[src/rtl/trc_pkg.sv]
package trc_pkg;
    typedef enum logic [2:0] {
        ST_REC_IDLE,
        ST_REC_W0,
        ST_REC_W1,
        ST_REC_FULL,
        ST_PLAY_IDLE,
        ST_PLAY_R0,
        ST_PLAY_R1,
        ST_PLAY_OUT
    } trc_state_e;
endpackage

[src/rtl/trc_spram.sv]
module trc_spram #(
    parameter int DATA_W = 16,
    parameter int ADDR_W = 6
) (
    input  logic              clk,
    input  logic              we,
    input  logic [ADDR_W-1:0] addr,
    input  logic [DATA_W-1:0] wdata,
    output logic [DATA_W-1:0] rdata
);
    localparam int WORDS = 1 << ADDR_W;

    logic [DATA_W-1:0] mem [WORDS];

    always_ff @(posedge clk) begin
        if (we) begin
            mem[addr] <= wdata;
        end
        rdata <= mem[addr];
    end
endmodule

[src/rtl/trc_updn.sv]
module trc_updn #(
    parameter int W = 5
) (
    input  logic         clk,
    input  logic         rst_n,
    input  logic         clr,
    input  logic         load,
    input  logic [W-1:0] load_val,
    input  logic         en,
    input  logic         up,
    output logic [W-1:0] q
);
    always_ff @(posedge clk) begin
        if (!rst_n || clr) begin
            q <= '0;
        end else if (load) begin
            q <= load_val;
        end else if (en) begin
            q <= up ? q + W'(1) : q - W'(1);
        end
    end
endmodule

[src/rtl/trc_fsm.sv]
module trc_fsm
    import trc_pkg::*;
(
    input  logic clk,
    input  logic rst_n,
    input  logic mode_replay,
    input  logic overwrite_en,
    input  logic clear_log,
    input  logic cap_pulse,
    input  logic step,
    input  logic step_up,
    input  logic rec_at_top,
    output logic hold_load,
    output logic mem_we,
    output logic word_sel,
    output logic addr_play,
    output logic rec_inc,
    output logic rec_clr,
    output logic play_load,
    output logic play_move,
    output logic play_up,
    output logic lo_grab,
    output logic out_load,
    output logic full,
    output logic wrapped,
    output logic trap
);
    trc_state_e state, nxt;

    // state register
    always_ff @(posedge clk) begin
        if (!rst_n) begin
            state <= ST_REC_IDLE;
        end else begin
            state <= nxt;
        end
    end

    // next state and controls
    always_comb begin
        nxt       = state;
        hold_load = 1'b0;
        mem_we    = 1'b0;
        word_sel  = 1'b0;
        addr_play = 1'b0;
        rec_inc   = 1'b0;
        rec_clr   = 1'b0;
        play_load = 1'b0;
        play_move = 1'b0;
        play_up   = 1'b0;
        lo_grab   = 1'b0;
        out_load  = 1'b0;
        unique case (state)
            ST_REC_IDLE, ST_REC_FULL: begin
                if (clear_log) begin
                    rec_clr = 1'b1;
                    nxt     = ST_REC_IDLE;
                end else if (mode_replay) begin
                    play_load = 1'b1;
                    nxt       = ST_PLAY_R0;
                end else if (cap_pulse && state == ST_REC_IDLE) begin
                    hold_load = 1'b1;
                    nxt       = ST_REC_W0;
                end
            end
            ST_REC_W0: begin
                mem_we = 1'b1;
                nxt    = ST_REC_W1;
            end
            ST_REC_W1: begin
                mem_we   = 1'b1;
                word_sel = 1'b1;
                rec_inc  = 1'b1;
                nxt      = (rec_at_top && !overwrite_en) ? ST_REC_FULL : ST_REC_IDLE;
            end
            ST_PLAY_IDLE: begin
                addr_play = 1'b1;
                if (!mode_replay) begin
                    nxt = full ? ST_REC_FULL : ST_REC_IDLE;
                end else if (step) begin
                    play_move = 1'b1;
                    play_up   = step_up;
                    nxt       = ST_PLAY_R0;
                end
            end
            ST_PLAY_R0: begin
                addr_play = 1'b1;
                nxt       = ST_PLAY_R1;
            end
            ST_PLAY_R1: begin
                addr_play = 1'b1;
                word_sel  = 1'b1;
                lo_grab   = 1'b1;
                nxt       = ST_PLAY_OUT;
            end
            ST_PLAY_OUT: begin
                addr_play = 1'b1;
                out_load  = 1'b1;
                nxt       = ST_PLAY_IDLE;
            end
            default: nxt = ST_REC_IDLE;
        endcase
    end

    // overflow policy flags
    always_ff @(posedge clk) begin
        if (!rst_n) begin
            full    <= 1'b0;
            wrapped <= 1'b0;
            trap    <= 1'b0;
        end else begin
            trap <= 1'b0;
            if (rec_clr) begin
                full    <= 1'b0;
                wrapped <= 1'b0;
            end else if (rec_inc && rec_at_top) begin
                if (overwrite_en) begin
                    wrapped <= 1'b1;
                end else begin
                    full <= 1'b1;
                    trap <= 1'b1;
                end
            end
        end
    end


    trap_pulse_chk: assert property (@(posedge clk) disable iff (!rst_n)
        trap |=> !trap);

    full_hold_chk: assert property (@(posedge clk) disable iff (!rst_n)
        (full && !clear_log) |=> full);

    full_no_write_chk: assert property (@(posedge clk) disable iff (!rst_n)
        full |-> !mem_we);
endmodule

[src/rtl/trace_buffer.sv]
module trace_buffer #(
    parameter int DATA_W = 16,
    parameter int IDX_W  = 5
) (
    input  logic                  clk,
    input  logic                  rst_n,
    input  logic                  mode_replay,
    input  logic                  overwrite_en,
    input  logic                  clear_log,
    input  logic                  cap_pulse,
    input  logic [DATA_W-1:0]     cap_lo,
    input  logic [DATA_W-1:0]     cap_hi,
    input  logic                  step,
    input  logic                  step_up,
    output logic [2*DATA_W-1:0]   replay_data,
    output logic                  replay_valid,
    output logic [IDX_W:0]        mem_addr,
    output logic [IDX_W-1:0]      play_idx,
    output logic                  full,
    output logic                  wrapped,
    output logic                  trap
);
    localparam int ADDR_W = IDX_W + 1;

    logic hold_load, mem_we, word_sel, addr_play, rec_inc, rec_clr;
    logic play_load, play_move, play_up, lo_grab, out_load;
    logic [IDX_W-1:0]  rec_idx;
    logic [DATA_W-1:0] hold_lo, hold_hi, lo_q, ram_q, wdata;

    trc_fsm u_fsm (
        .clk         (clk),
        .rst_n       (rst_n),
        .mode_replay (mode_replay),
        .overwrite_en(overwrite_en),
        .clear_log   (clear_log),
        .cap_pulse   (cap_pulse),
        .step        (step),
        .step_up     (step_up),
        .rec_at_top  (rec_idx == '1),
        .hold_load   (hold_load),
        .mem_we      (mem_we),
        .word_sel    (word_sel),
        .addr_play   (addr_play),
        .rec_inc     (rec_inc),
        .rec_clr     (rec_clr),
        .play_load   (play_load),
        .play_move   (play_move),
        .play_up     (play_up),
        .lo_grab     (lo_grab),
        .out_load    (out_load),
        .full        (full),
        .wrapped     (wrapped),
        .trap        (trap)
    );

    trc_updn #(.W(IDX_W)) u_rec_ctr (
        .clk     (clk),
        .rst_n   (rst_n),
        .clr     (rec_clr),
        .load    (1'b0),
        .load_val('0),
        .en      (rec_inc),
        .up      (1'b1),
        .q       (rec_idx)
    );

    trc_updn #(.W(IDX_W)) u_play_ctr (
        .clk     (clk),
        .rst_n   (rst_n),
        .clr     (1'b0),
        .load    (play_load),
        .load_val(rec_idx - IDX_W'(1)),
        .en      (play_move),
        .up      (play_up),
        .q       (play_idx)
    );

    // address multiplexer: entry index from the active counter, word bit below
    assign mem_addr = {(addr_play ? play_idx : rec_idx), word_sel};
    assign wdata    = word_sel ? hold_hi : hold_lo;

    trc_spram #(.DATA_W(DATA_W), .ADDR_W(ADDR_W)) u_ram (
        .clk  (clk),
        .we   (mem_we),
        .addr (mem_addr),
        .wdata(wdata),
        .rdata(ram_q)
    );

    always_ff @(posedge clk) begin
        if (!rst_n) begin
            hold_lo      <= '0;
            hold_hi      <= '0;
            lo_q         <= '0;
            replay_data  <= '0;
            replay_valid <= 1'b0;
        end else begin
            if (hold_load) begin
                hold_lo <= cap_lo;
                hold_hi <= cap_hi;
            end
            if (lo_grab) begin
                lo_q <= ram_q;
            end
            if (out_load) begin
                replay_data <= {ram_q, lo_q};
            end
            replay_valid <= out_load;
        end
    end


    addr_mux_chk: assert property (@(posedge clk) disable iff (!rst_n)
        mem_we |-> (mem_addr[ADDR_W-1:1] == rec_idx));

    valid_pulse_chk: assert property (@(posedge clk) disable iff (!rst_n)
        replay_valid |=> !replay_valid);

    data_hold_chk: assert property (@(posedge clk) disable iff (!rst_n)
        !replay_valid |-> $stable(replay_data));
endmodule

[config.mk]
export PLATFORM = sky130hd
export DESIGN_NAME = trace_buffer
export DESIGN_NICKNAME = d
export VERILOG_FILES = /design/src/rtl/trc_pkg.sv /design/src/rtl/trc_spram.sv /design/src/rtl/trc_updn.sv /design/src/rtl/trc_fsm.sv /design/src/rtl/trace_buffer.sv
export SDC_FILE = /design/constraint.sdc
export NUM_CORES = 1
export LEC_CHECK = 0
export BUFFER_PORTS_ARGS = -buffer_cell sky130_fd_sc_hd__buf_2
export CAP_MARGIN = 40
export CORE_MARGIN = 10
export CORE_UTILIZATION = 41
export CTS_BUF_LIST = sky130_fd_sc_hd__clkbuf_8 sky130_fd_sc_hd__clkbuf_16
export CTS_CLUSTER_DIAMETER = 120
export DETAILED_ROUTE_END_ITERATION = 10
export SYNTH_ARGS = -nofsm -noshare
export SYNTH_HDL_FRONTEND = slang
export SYNTH_SLANG_ARGS = --single-unit
[constraint.sdc]
create_clock -name clk -period 5.3 [get_ports clk]
set_input_delay 1.325 -clock clk [delete_from_list [all_inputs] [get_ports clk]]
set_output_delay 1.325 -clock clk [all_outputs]
set_load 0.02 [all_outputs]
==> flow_metrics.py <==
metrics = {
    "hold_path": {
        "min_to": "replay_data[7]",
        "hold_path_class": "reg2reg",
        "hold_start": "replay_data[7]",
        "hold-path-cell-count": 2,
    },
    "sta": {
        "clock_skew_ns": 0.0379,
        "slew_headroom_pct": 33.5,
        "hold_violations": 0,
        "maxSlewViolCount": 0,
        "max_freq_mhz": 239,
        "worstMarginPinSlew_ns": 0.997,
        "tns_ns": 0,
        "setup_viol": 0,
        "rsz0062_at_grt": "no",
        "fin_crit_ns": 4.18,
        "fin_crit_sh_pct": 78.9,
    },
    "clock_network": {
        "clk_pin_slew_worst_paths_ns": 0.06,
        "post-cts-setup-buffers": 0,
        "postCtsHoldBufs": 0,
        "cts.path.max_buffers": 3,
        "cts_tree": "built",
        "cts_buffers": 112,
        "cts_resized": 0,
        "htreeDepth": 3,
        "clock_latency_ns": 0.71,
        "root_buffer": "clkbuf_16",
        "cts_sinks": 1137,
    },
    "yosys": {
        "seq_area_frac_synth_pct": 75.6,
        "synth_edf_count": 1024,
        "ys_top_cells_by_area": "edfxtp_1 70%, nand2_1 6.2%, dfxtp_1 5.2%, a21oi_1 4.0%, mux2i_1 2.5%",
        "syn_inst": 3157,
        "ys.flop_type": "edfxtp_1",
        "yosys-top-cells-count": "1024 x edfxtp_1, 723 x nand2_1, 346 x a21oi_1",
        "synth_top_area_share_pct": 70.4,
        "syn-cell-area_um2": 43700,
        "ys_ff_latch": 1137,
        "syn_nets": 3204,
        "yosysTopAreaCell": "edfxtp_1",
        "yosysWarningCount": 0,
        "synth_cell_types": 64,
        "yosysMostFrequentCell": "edfxtp_1",
        "avgSynthCellArea_um2": 13.8,
        "async_flop_share_pct": 0,
    },
    "floorplanning": {
        "die_area_um2": 120000,
        "rows": 119,
        "core_um2": 106000,
        "die_y_um": 346,
        "die_w_um": 346,
        "start_util_pct": 41.4,
        "io_pins": 87,
    },
    "place": {
        "place_area_um2": 46800,
        "place.gp.congestion": 0.856,
        "hpwl_um": 79800,
        "portBuffers": 86,
        "dp_cells": 4608,
    },
    "global_route": {
        "antenna_found_initial": 7,
        "grt_pass1_vias": 26100,
        "grt_max_degree": 147,
        "grt_pass1_wl_um": 186000,
        "overflow": 0,
        "grt_util_all_layers_pct": 20.7,
    },
    "pwr": {
        "powerDensity_nw_per_um2": 371,
        "swShare_pct": 22.7,
        "p_sw_w": 0.00424,
        "seq_power_share_pct": 52.8,
        "comb_power_share_pct": 5.8,
        "p_int_w": 0.0144,
        "ir_worst_vdd_v": 0.000296,
        "p_leak_nw": 17.5,
        "p_clk_share_pct": 41.4,
    },
    "setup_path": {
        "crit_family": "buffers and inverters",
        "startpoint_type": "flop",
        "r2r_end": "u_ram.mem[23][3]",
        "slowest_delay_ns": 0.72,
        "crit_path_cell_trace": "buf_4 -> mux2i_2 -> inv_1 -> buf_2",
        "crit_required_ns": 3.97,
        "crit_arrival_ns": 2.86,
        "crit_type": "reg2out",
        "path_depth": 4,
        "r2r_setup_slack_ns": 1.37,
        "reg2reg_depth": 8,
        "critPathBufInv": 3,
        "r2r_start": "u_fsm.state[2]",
        "cp-end-kind": "output port",
        "critPathSlowestCell": "mux2i_2",
        "critPathMaxFanout": 26,
    },
    "route": {
        "wl_per_cell_um": 26.7,
        "wirelength_um": 129000,
        "vias": 27800,
        "drt_first_pass_iters": 5,
        "antenna_left": 0,
        "drc": 0,
        "drt_iter0_markers": 3379,
        "avgViaCountPerCell": 5.76,
    },
    "finish": {
        "num-nets-final": 3379,
        "fin_area_um2": 50400,
        "layout-drive-gt1-share_pct": 13.9,
        "syn_to_final_growth_pct": 15.3,
        "stdcell_count": 4819,
        "n_antenna_cell": 0,
        "final_core_util_pct": 47.7,
    },
    "status": {
        "status": "finished clean",
    },
    "job": {
        "drv_cap": 0,
    },
}
[logic make-up after synthesis]
| group | synth area share (%) |
|---|---|
| flip-flops | 75.6 |
| AND/OR/NAND/NOR | 9.40 |
| AO/OA/AOI/OAI | 9.80 |
| buffers and inverters | 2.19 |
| multiplexers | 2.63 |
| XOR/XNOR | 0.200 |
| adder cells (fa/ha/maj) | 0.218 |
[layout by cell type, fill, tap and decap left out, types with 16 or more instances in the layout]
| cell type | n |
|---|---|
| edfxtp_1 | 1024 |
| nand2_1 | 707 |
| a21oi_1 | 344 |
| buf_4 | 134 |
| clkbuf_16 | 117 |
| nor2_1 | 114 |
| dfxtp_1 | 112 |
| mux2i_1 | 110 |
| buf_2 | 90 |
| o22ai_1 | 70 |
| nor4_1 | 67 |
| a22o_1 | 55 |
| a22oi_1 | 53 |
| o21ai_0 | 45 |
| inv_1 | 36 |
| nor3_1 | 23 |
| clkinv_2 | 22 |
| o221ai_1 | 21 |
| clkinv_1 | 19 |
| o211ai_1 | 18 |
| buf_12 | 17 |
| a221oi_1 | 16 |
[tightest hold or removal path: cells and delay by family, from the launching register on]
kind	cells	cell delay (ns)
AOI/OAI and AO/OA	1	0.05
DFF	1	0.30
and+or+nand+nor	1	0.05
[worst max path at each step]
stage,to,start,slack (ns)
final,mem_addr[4],u_fsm.state[2],1.12
after global routing,mem_addr[4],u_fsm.state[2],0.97
after CTS,mem_addr[4],u_fsm.state[2],1.16
after detailed placement,u_ram.rdata[0],u_fsm.state[1],1.40
after global placement,u_ram.rdata[2],u_play_ctr.q[1],1.28
after floorplan,u_play_ctr.q[4],mode_replay,1.99
[layer usage]
layer | global-route usage (%) | wire (um) | vias up | part of all wire, %
met5 | 0 | 62 | - | 0.048
met4 | 6.63 | 4360 | 8 | 3.4
met3 | 4.81 | 12900 | 243 | 10
met2 | 32.2 | 58900 | 1392 | 46
met1 | 28.5 | 52400 | 13900 | 41
li1 | - | - | 12200 | -
[registers in the layout, summed over array words and instances, names as in the netlist, 3 cells and up]
register      count
u_fsm.state       3
hold_hi          16
hold_lo          16
replay_data      32
u_rec_ctr.q       5
u_ram.mem      1024
u_play_ctr.q      5
lo_q             16
u_ram.rdata      16
[per-stage QoR]
step	setup slack (ns)	hold slack, ns	power, W
2_1_floorplan	1.99	0.432	0.0106
3_3_place_gp	1.28	0.439	0.0111
3_5_place_dp	1.40	0.443	0.0111
4_1_cts	1.16	0.453	0.0187
5_1_grt	0.973	0.473	0.0192
6_report	1.12	0.450	0.0187
[final cells by class]
type | count | area [um^2]
clock inverter | 82 | 531
inverter | 14 | 60.1
tap | 1391 | 1740
fill | 9043 | 55200
timing repair buffer | 260 | 2130
multi-input combinational | 1807 | 9830
sequential | 1137 | 33000
clock buffer | 128 | 3080
[power by group through the flow]
stage	registers, W	logic, W	clock network (W)
final	0.00985	0.00108	0.00774
after global routing	0.00984	0.00114	0.00818
after CTS	0.00984	0.00107	0.00782
after detailed placement	0.0100	0.00107	0
after global placement	0.0100	0.00103	0
after floorplan	0.00999	0.000592	0
No activity file was read; power rests on OpenSTA's default activity.
